<file path="src/rtl/lrp_pkg.sv">
package lrp_pkg;
    typedef enum logic [1:0] {
        ST_IDLE    = 2'd0,
        ST_WATCH   = 2'd1,
        ST_TRIPPED = 2'd2
    } lrp_state_t;
endpackage

</file>
<file path="src/rtl/lrp_stall_counter.sv">
module lrp_stall_counter #(
    parameter int CNT_W = 7
) (
    input  logic             clk,
    input  logic             rst_n,
    input  logic             armed,
    input  logic             tick,
    input  logic             rot,
    output logic [CNT_W-1:0] count,
    output logic             wrap
);
    localparam logic [CNT_W-1:0] CNT_TOP = {CNT_W{1'b1}};

    // wrap flags the tick that carries the count past its top value
    assign wrap = armed && tick && !rot && (count == CNT_TOP);

    always_ff @(posedge clk) begin
        if (!rst_n || !armed) begin
            count <= '0;
        end else if (rot) begin
            count <= '0;
        end else if (tick) begin
            count <= count + 1'b1;
        end
    end
endmodule

</file>
<file path="src/rtl/lrp_fsm.sv">
module lrp_fsm
    import lrp_pkg::*;
(
    input  logic       clk,
    input  logic       rst_n,
    input  logic       run_en,
    input  logic       brake_req,
    input  logic       wrap,
    output lrp_state_t state,
    output logic       armed,
    output logic       tripped
);
    lrp_state_t state_nx;
    logic       go;

    assign go = run_en && !brake_req;

    always_ff @(posedge clk) begin
        if (!rst_n) begin
            state <= ST_IDLE;
        end else begin
            state <= state_nx;
        end
    end

    always_comb begin
        state_nx = state;
        unique case (state)
            ST_IDLE:    if (go) state_nx = ST_WATCH;
            ST_WATCH:   if (!go) state_nx = ST_IDLE;
                        else if (wrap) state_nx = ST_TRIPPED;
            ST_TRIPPED: if (!go) state_nx = ST_IDLE;
            default:    state_nx = ST_IDLE;
        endcase
    end

    always_comb begin
        armed   = 1'b0;
        tripped = 1'b0;
        unique case (state)
            ST_IDLE:    ;
            ST_WATCH:   armed = 1'b1;
            ST_TRIPPED: tripped = 1'b1;
            default:    ;
        endcase
    end
endmodule

</file>
<file path="src/rtl/lrp_gate_mask.sv">
module lrp_gate_mask #(
    parameter int GATE_W = 6
) (
    input  logic [GATE_W-1:0] cmd,
    input  logic              kill,
    output logic [GATE_W-1:0] drv
);
    for (genvar i = 0; i < GATE_W; i++) begin : g_bit
        assign drv[i] = cmd[i] & ~kill;
    end
endmodule

</file>
<file path="src/rtl/lrp_lock_guard.sv">
module lrp_lock_guard #(
    parameter int CNT_W  = 7,
    parameter int GATE_W = 6
) (
    input  logic              clk,
    input  logic              rst_n,
    input  logic              osc_tick,
    input  logic              rot_edge,
    input  logic              run_en,
    input  logic              brake_req,
    input  logic [GATE_W-1:0] gate_cmd,
    output logic [GATE_W-1:0] gate_en,
    output logic              fault,
    output logic              stall
);
    import lrp_pkg::*;

    lrp_state_t       state;
    logic             armed;
    logic             tripped;
    logic             wrap;
    logic [CNT_W-1:0] count;

    lrp_stall_counter #(.CNT_W(CNT_W)) u_cnt (
        .clk   (clk),
        .rst_n (rst_n),
        .armed (armed),
        .tick  (osc_tick),
        .rot   (rot_edge),
        .count (count),
        .wrap  (wrap)
    );

    lrp_fsm u_fsm (
        .clk       (clk),
        .rst_n     (rst_n),
        .run_en    (run_en),
        .brake_req (brake_req),
        .wrap      (wrap),
        .state     (state),
        .armed     (armed),
        .tripped   (tripped)
    );

    lrp_gate_mask #(.GATE_W(GATE_W)) u_mask (
        .cmd  (gate_cmd),
        .kill (tripped),
        .drv  (gate_en)
    );

    assign fault = tripped;
    assign stall = tripped || (armed && (count != '0));
endmodule

</file>
<file path="config.mk">
export PLATFORM = sky130hd
export DESIGN_NAME = lrp_lock_guard
export DESIGN_NICKNAME = d
export VERILOG_FILES = /design/src/rtl/lrp_pkg.sv /design/src/rtl/lrp_stall_counter.sv /design/src/rtl/lrp_fsm.sv /design/src/rtl/lrp_gate_mask.sv /design/src/rtl/lrp_lock_guard.sv
export SDC_FILE = /design/constraint.sdc
export NUM_CORES = 1
export LEC_CHECK = 0
export BUFFER_PORTS_ARGS = -buffer_cell sky130_fd_sc_hd__buf_2
export CAP_MARGIN = 20
export CORE_AREA = 3 3 40 42
export CTS_CLUSTER_SIZE = 16
export DETAILED_ROUTE_END_ITERATION = 10
export DIE_AREA = 0 0 43 45
export PLACE_DENSITY = 0.72
export SLEW_MARGIN = 20
export SYNTH_ARGS = -nofsm -noshare
export SYNTH_HDL_FRONTEND = slang
export SYNTH_HIERARCHICAL = 1
export SYNTH_SLANG_ARGS = --single-unit
</file>
<file path="constraint.sdc">
create_clock -name clk -period 1.4 [get_ports clk]
set_input_delay 0.21 -clock clk [delete_from_list [all_inputs] [get_ports clk]]
set_output_delay 0.21 -clock clk [all_outputs]
set_load 0.01 [all_outputs]
</file>
======== After elaboration in Yosys (flattened, before gate mapping) ========
Index checks and enable logic that the tools add are counted.
storage, ports and cells
  output and inout bits ................... 8
  logic and storage cells ................. 38
  register bits ........................... 9
operators by class
  bitwise operators ....................... 7
  equality and inequality tests ........... 6
  reductions and logical operators ........ 15
  mux-type cells .......................... 7
  add/sub/neg operators ................... 1
operator list
  operator             count
  $mux 2               4
  $add 7x1->7 const B  1
  $eq 7x7->1 const B   1
  $reduce_bool 7->1    1
  $and 1x1->1          6
  $pmux 2 s3           1
  $logic_and 1x1->1    5
  $logic_not 1->1      4
  $ne 3x3->1 const B   1
  $reduce_and 3->1     1
  $eq 2x1->1 const B   1
  $eq 2x2->1 const B   1
  $logic_not 2->1      1
  $logic_or 1x1->1     2
  $mux 1               2
  $ne 2x1->1 const B   1
  $ne 2x2->1 const B   1
  $reduce_or 2->1      1
  $not 1->1            1

======== Depth between registers and ports, before layout ========
  word-level depth ........................ 8
  mapped depth ............................ 5
  gate-level depth less buffers ........... 5

======== Modules after synthesis ========
The synthesis kept the hierarchy.
by module, submodules not included
  module             cells an instance  instances  sequential area each (µm²)  area each (µm²)
  lrp_stall_counter  32                 1          140.1                       299.0
  lrp_fsm            9                  1          40.0                        103.8
  lrp_gate_mask      6                  1          0.0                         37.5
  lrp_lock_guard     4                  1          0.0                         21.3

======== Least setup slack after synthesis ========
Ideal clock, no wire load.
  path kind ............................... register to register
  start point ............................. reg u_cnt.count[0]
  end point ............................... reg u_fsm.state[1]
  buffers on the path ..................... 0
  period minus slack after synthesis ...... 1259 ps
  data required time ...................... 1330 ps
  arrival ................................. 1189 ps
  slack ................................... 141 ps
  stages on the path, launching flop included .. 6
  path through ............................ dfxtp_1 -> ha_1 -> nand4_2 -> nor3_1 -> nand3b_1 -> a21oi_1
on the way
  longest elaborated chain between the ends .. 4
RTL lines
  element                     RTL line                 RTL
  start, declared             lrp_stall_counter.sv:9   output logic [CNT_W-1:0] count,
  start signal, assigned      lrp_stall_counter.sv:23  count <= count + 1'b1;
  $eq 7x7->1                  lrp_stall_counter.sv:15  assign wrap = armed && tick && !rot && (count == CNT_TOP);
  $logic_and 1x1->1           lrp_stall_counter.sv:15
  net wrap                    lrp_lock_guard.sv:21     logic wrap;
  $ne 3x3->1 (no line)        n/a
  $reduce_and 3->1 (no line)  n/a
  end signal, assigned        lrp_fsm.sv:22            state <= state_nx;
  end, declared               lrp_fsm.sv:9             output lrp_state_t state,
The timed path passes the listed nets, and every way through them passes these cells.
A chain may end at the register's enable or synchronous reset.

======== Worst setup path in the final report ========
  start point ............................. reg u_cnt.count[0]
  end point ............................... reg u_cnt.count[6]
on the way
  longest elaborated chain between the ends .. 1
RTL lines
  element      RTL line
  $add 7x1->7  lrp_stall_counter.sv:23
No other way between the ends.

==> flow_metrics.env <==
export IMPL_status="complete, no violations"
export IMPL_grt_pass1_vias=426
export IMPL_grt_max_degree=8
export IMPL_via_per_inst=4.967
export IMPL_cts_htree_levels=1
export IMPL_cts_tree="built"
export IMPL_synthToLayoutAreaGrowth_pct=47.43
export IMPL_synthTopCellsByArea="dfxtp_1 (39%), nor2b_1 (8.1%), xor2_1 (5.7%), nand3b_1 (4.9%), nor2_1 (4.9%)"
export IMPL_io_pins=20
export IMPL_postPlaceCellArea_um2=583.1
export IMPL_p_leak_uw=0.0003032
export IMPL_place_ws_ns=0.01549
export IMPL_vdd_drop_max_v=0.0003550
export IMPL_fin_ws_ns=0.009391
export IMPL_slew_violations=0
export IMPL_firstDrtPassIters=4
export IMPL_cts_root_buf="clkbuf_4"
export IMPL_rsz0062_at_grt="yes"
export IMPL_syn_nets=64
export IMPL_hold_ws_ns=0.1978
export IMPL_grt_usage_pct=11.70
export IMPL_grt_pass1_wl_um=1635
export IMPL_fin_crit_sh_pct=99.33
export IMPL_ys_types=21
export IMPL_overflow=0
export IMPL_yosysSeqAreaShare_pct=39.02
export IMPL_yosysTopAreaCellShare_pct=39.02
export IMPL_nFillCells=120
export IMPL_cp_start_kind="register"
export IMPL_syn_inst=51
export IMPL_final_nets=91
export IMPL_antenna_found_initial=0
export IMPL_finalHoldViolCount=0
export IMPL_synth_most_common_cell="dfxtp_1"
export IMPL_netlist_area_um2=461.7
export IMPL_worstMarginPinSlew_ns=0.2967
export IMPL_ant_nets=0
export IMPL_drtIter0Drc=12
export IMPL_setup_viol_count_final=0
export IMPL_final_util_pct=52.97
export IMPL_clock_skew_ns=0.001338
export IMPL_clock_fmax_mhz=719.1
export IMPL_gp_congestion=0.7074
export IMPL_wl_per_cell_um=11.93
export IMPL_num_vias=457
export IMPL_synth_common_cells="dfxtp_1 (9), nor2_1 (6), nor2b_1 (6), a21oi_1 (4)"
export IMPL_n_antenna_cell=0
export IMPL_slew_headroom_pct=80.16
export IMPL_cp_max_fo=4
export IMPL_cts_made_buffers=3
export IMPL_synth_avg_cell_area_um2=9.053
export IMPL_port_buffers=19
export IMPL_design_area_um2=680.7
export IMPL_cp_arrival_ns=1.57
export IMPL_die_area_um2=1935
export IMPL_worst_endpoint_required_ns=1.58
export IMPL_drv_cap=0
export IMPL_ys_flop_type="dfxtp_1"
export IMPL_synthArstFlopShare_pct=0
export IMPL_die_w_um=43
export IMPL_ys_warn_count=6
export IMPL_clkSlewWorstSetupHoldPaths_ns=0.07
export IMPL_yosysTopAreaCell="dfxtp_1"
export IMPL_synth_edf_count=0
export IMPL_dpl_hpwl_um=808.9
export IMPL_insertion_delay_ns=0.26
export IMPL_drive_gt1_share_pct=50.65
export IMPL_rows=13
export IMPL_hp_class="input pin to register"
export IMPL_design_core_area_um2=1285
export IMPL_layout_min_cycle_time_ns=1.391
export IMPL_synth_seq_cells=9
export IMPL_stdcell_count=92
export IMPL_wirelength_um=1098
export IMPL_die_y_um=45
export IMPL_end_kind="register"
export IMPL_clock_sinks=9
export IMPL_cts_buffer_depth=2
export IMPL_dpl_cell_count=86
export IMPL_hold_buffers=0
export IMPL_worst_setup_path_type="register to register"
export IMPL_power_density_nw_per_um2=762.8
export IMPL_drc_errors=0
export IMPL_initial_core_util_pct=35.93
-- area by class of cell --
cell class | instances | area (um^2) | share of cell area [%]
Clock buffer | 4 | 26.28 | 3.860
Multi-Input combinational cell | 41 | 320.3 | 47.06
Timing Repair Buffer | 22 | 121.4 | 17.83
Sequential cell | 9 | 187.7 | 27.57
Tap cell | 15 | 18.77 | 2.757
Inverter | 1 | 6.256 | 0.9191
-- path summary, 6_finish.rpt --
check	slack [ns]	from	depth (start not counted)	endpoint
setup reg to reg	0.009	u_cnt/count[0]	4	u_cnt/count[6]
setup / recovery	0.009	u_cnt/count[0]	4	u_cnt/count[6]
hold reg to reg	0.44	u_fsm/state[1]	1	u_fsm/state[0]
hold / removal	0.20	run_en	3	u_fsm/state[1]
-- sequential cells by signal (all words and copies together) (netlist names) --
name	flops
u_cnt/count	7
u_fsm/state	2
-- power by group --
part / total [uW] / leakage, uW / internal, uW / switching (uW)
Sequential: 257 / 0.0000749 / 256 / 1.59
Clock: 209 / 0.0000150 / 110 / 98.5
Combinational: 53.4 / 0.000213 / 30.8 / 22.5
Total: 519 / 0.000303 / 397 / 123
-- metrics by stage --
stage,power (uW),TNS (ns)
floorplan,286.5,0
finish,519.2,0
global placement,314.3,0
global route,549.6,-0.2962
detailed placement,314.8,0
CTS,525.4,-0.05923
-- what timing repair did --
| action | CTS | global route |
|---|---|---|
| cloned | 0 | 0 |
| gates resized for setup | 7 | 8 |
| pin swaps | 2 | 2 |
| endpoints found under the setup margin | 8 | 9 |
| setup buffers | 0 | 2 |
-- worst max-delay path, stage by stage, from the launching register on --
cell and delay, ns:
dfxtp_2 0.37, ha_1 0.24, nand4_4 0.15, or3_1 0.38
a21oi_1 0.18
-- logic make-up (layout without fill, tap and decap cells) --
| group | after synthesis | count (layout) | share of synthesized area [%] |
|---|---|---|---|
| buffers and inverters | 1 | 27 | 0.8122 |
| AOI/OAI and AO/OA | 7 | 7 | 9.214 |
| and+or+nand+nor | 28 | 28 | 38.48 |
| muxes | 1 | 1 | 2.168 |
| adders and majority gates | 1 | 1 | 2.710 |
| DFF | 9 | 9 | 39.02 |
| xor gates and xnor gates | 4 | 4 | 7.589 |
-- routing by layer --
layer / track usage (%) / vias up / share of wire (%)
li1: - / 231 / -
met1: 10.95 / 202 / 39
met2: 22.16 / 24 / 55
met3: 3.586 / 0 / 6.4
met4: 7.229 / 0 / 0
met5: 0 / - / 0
-- cells in the final DEF (no fill, tap or decap), drive strengths merged, types with 2 or more instances in the layout --
cell,synthesis,routed
nand3b,4,4
xor2,3,3
buf,0,22
nor2,6,6
nor2b,6,6
dfxtp,9,9
a21oi,4,4
nand2,3,3
nor4,2,2
o21ai,2,2
or3,2,2
nand4,2,2
clkbuf,0,4
No activity file was read; power rests on OpenSTA's default activity.
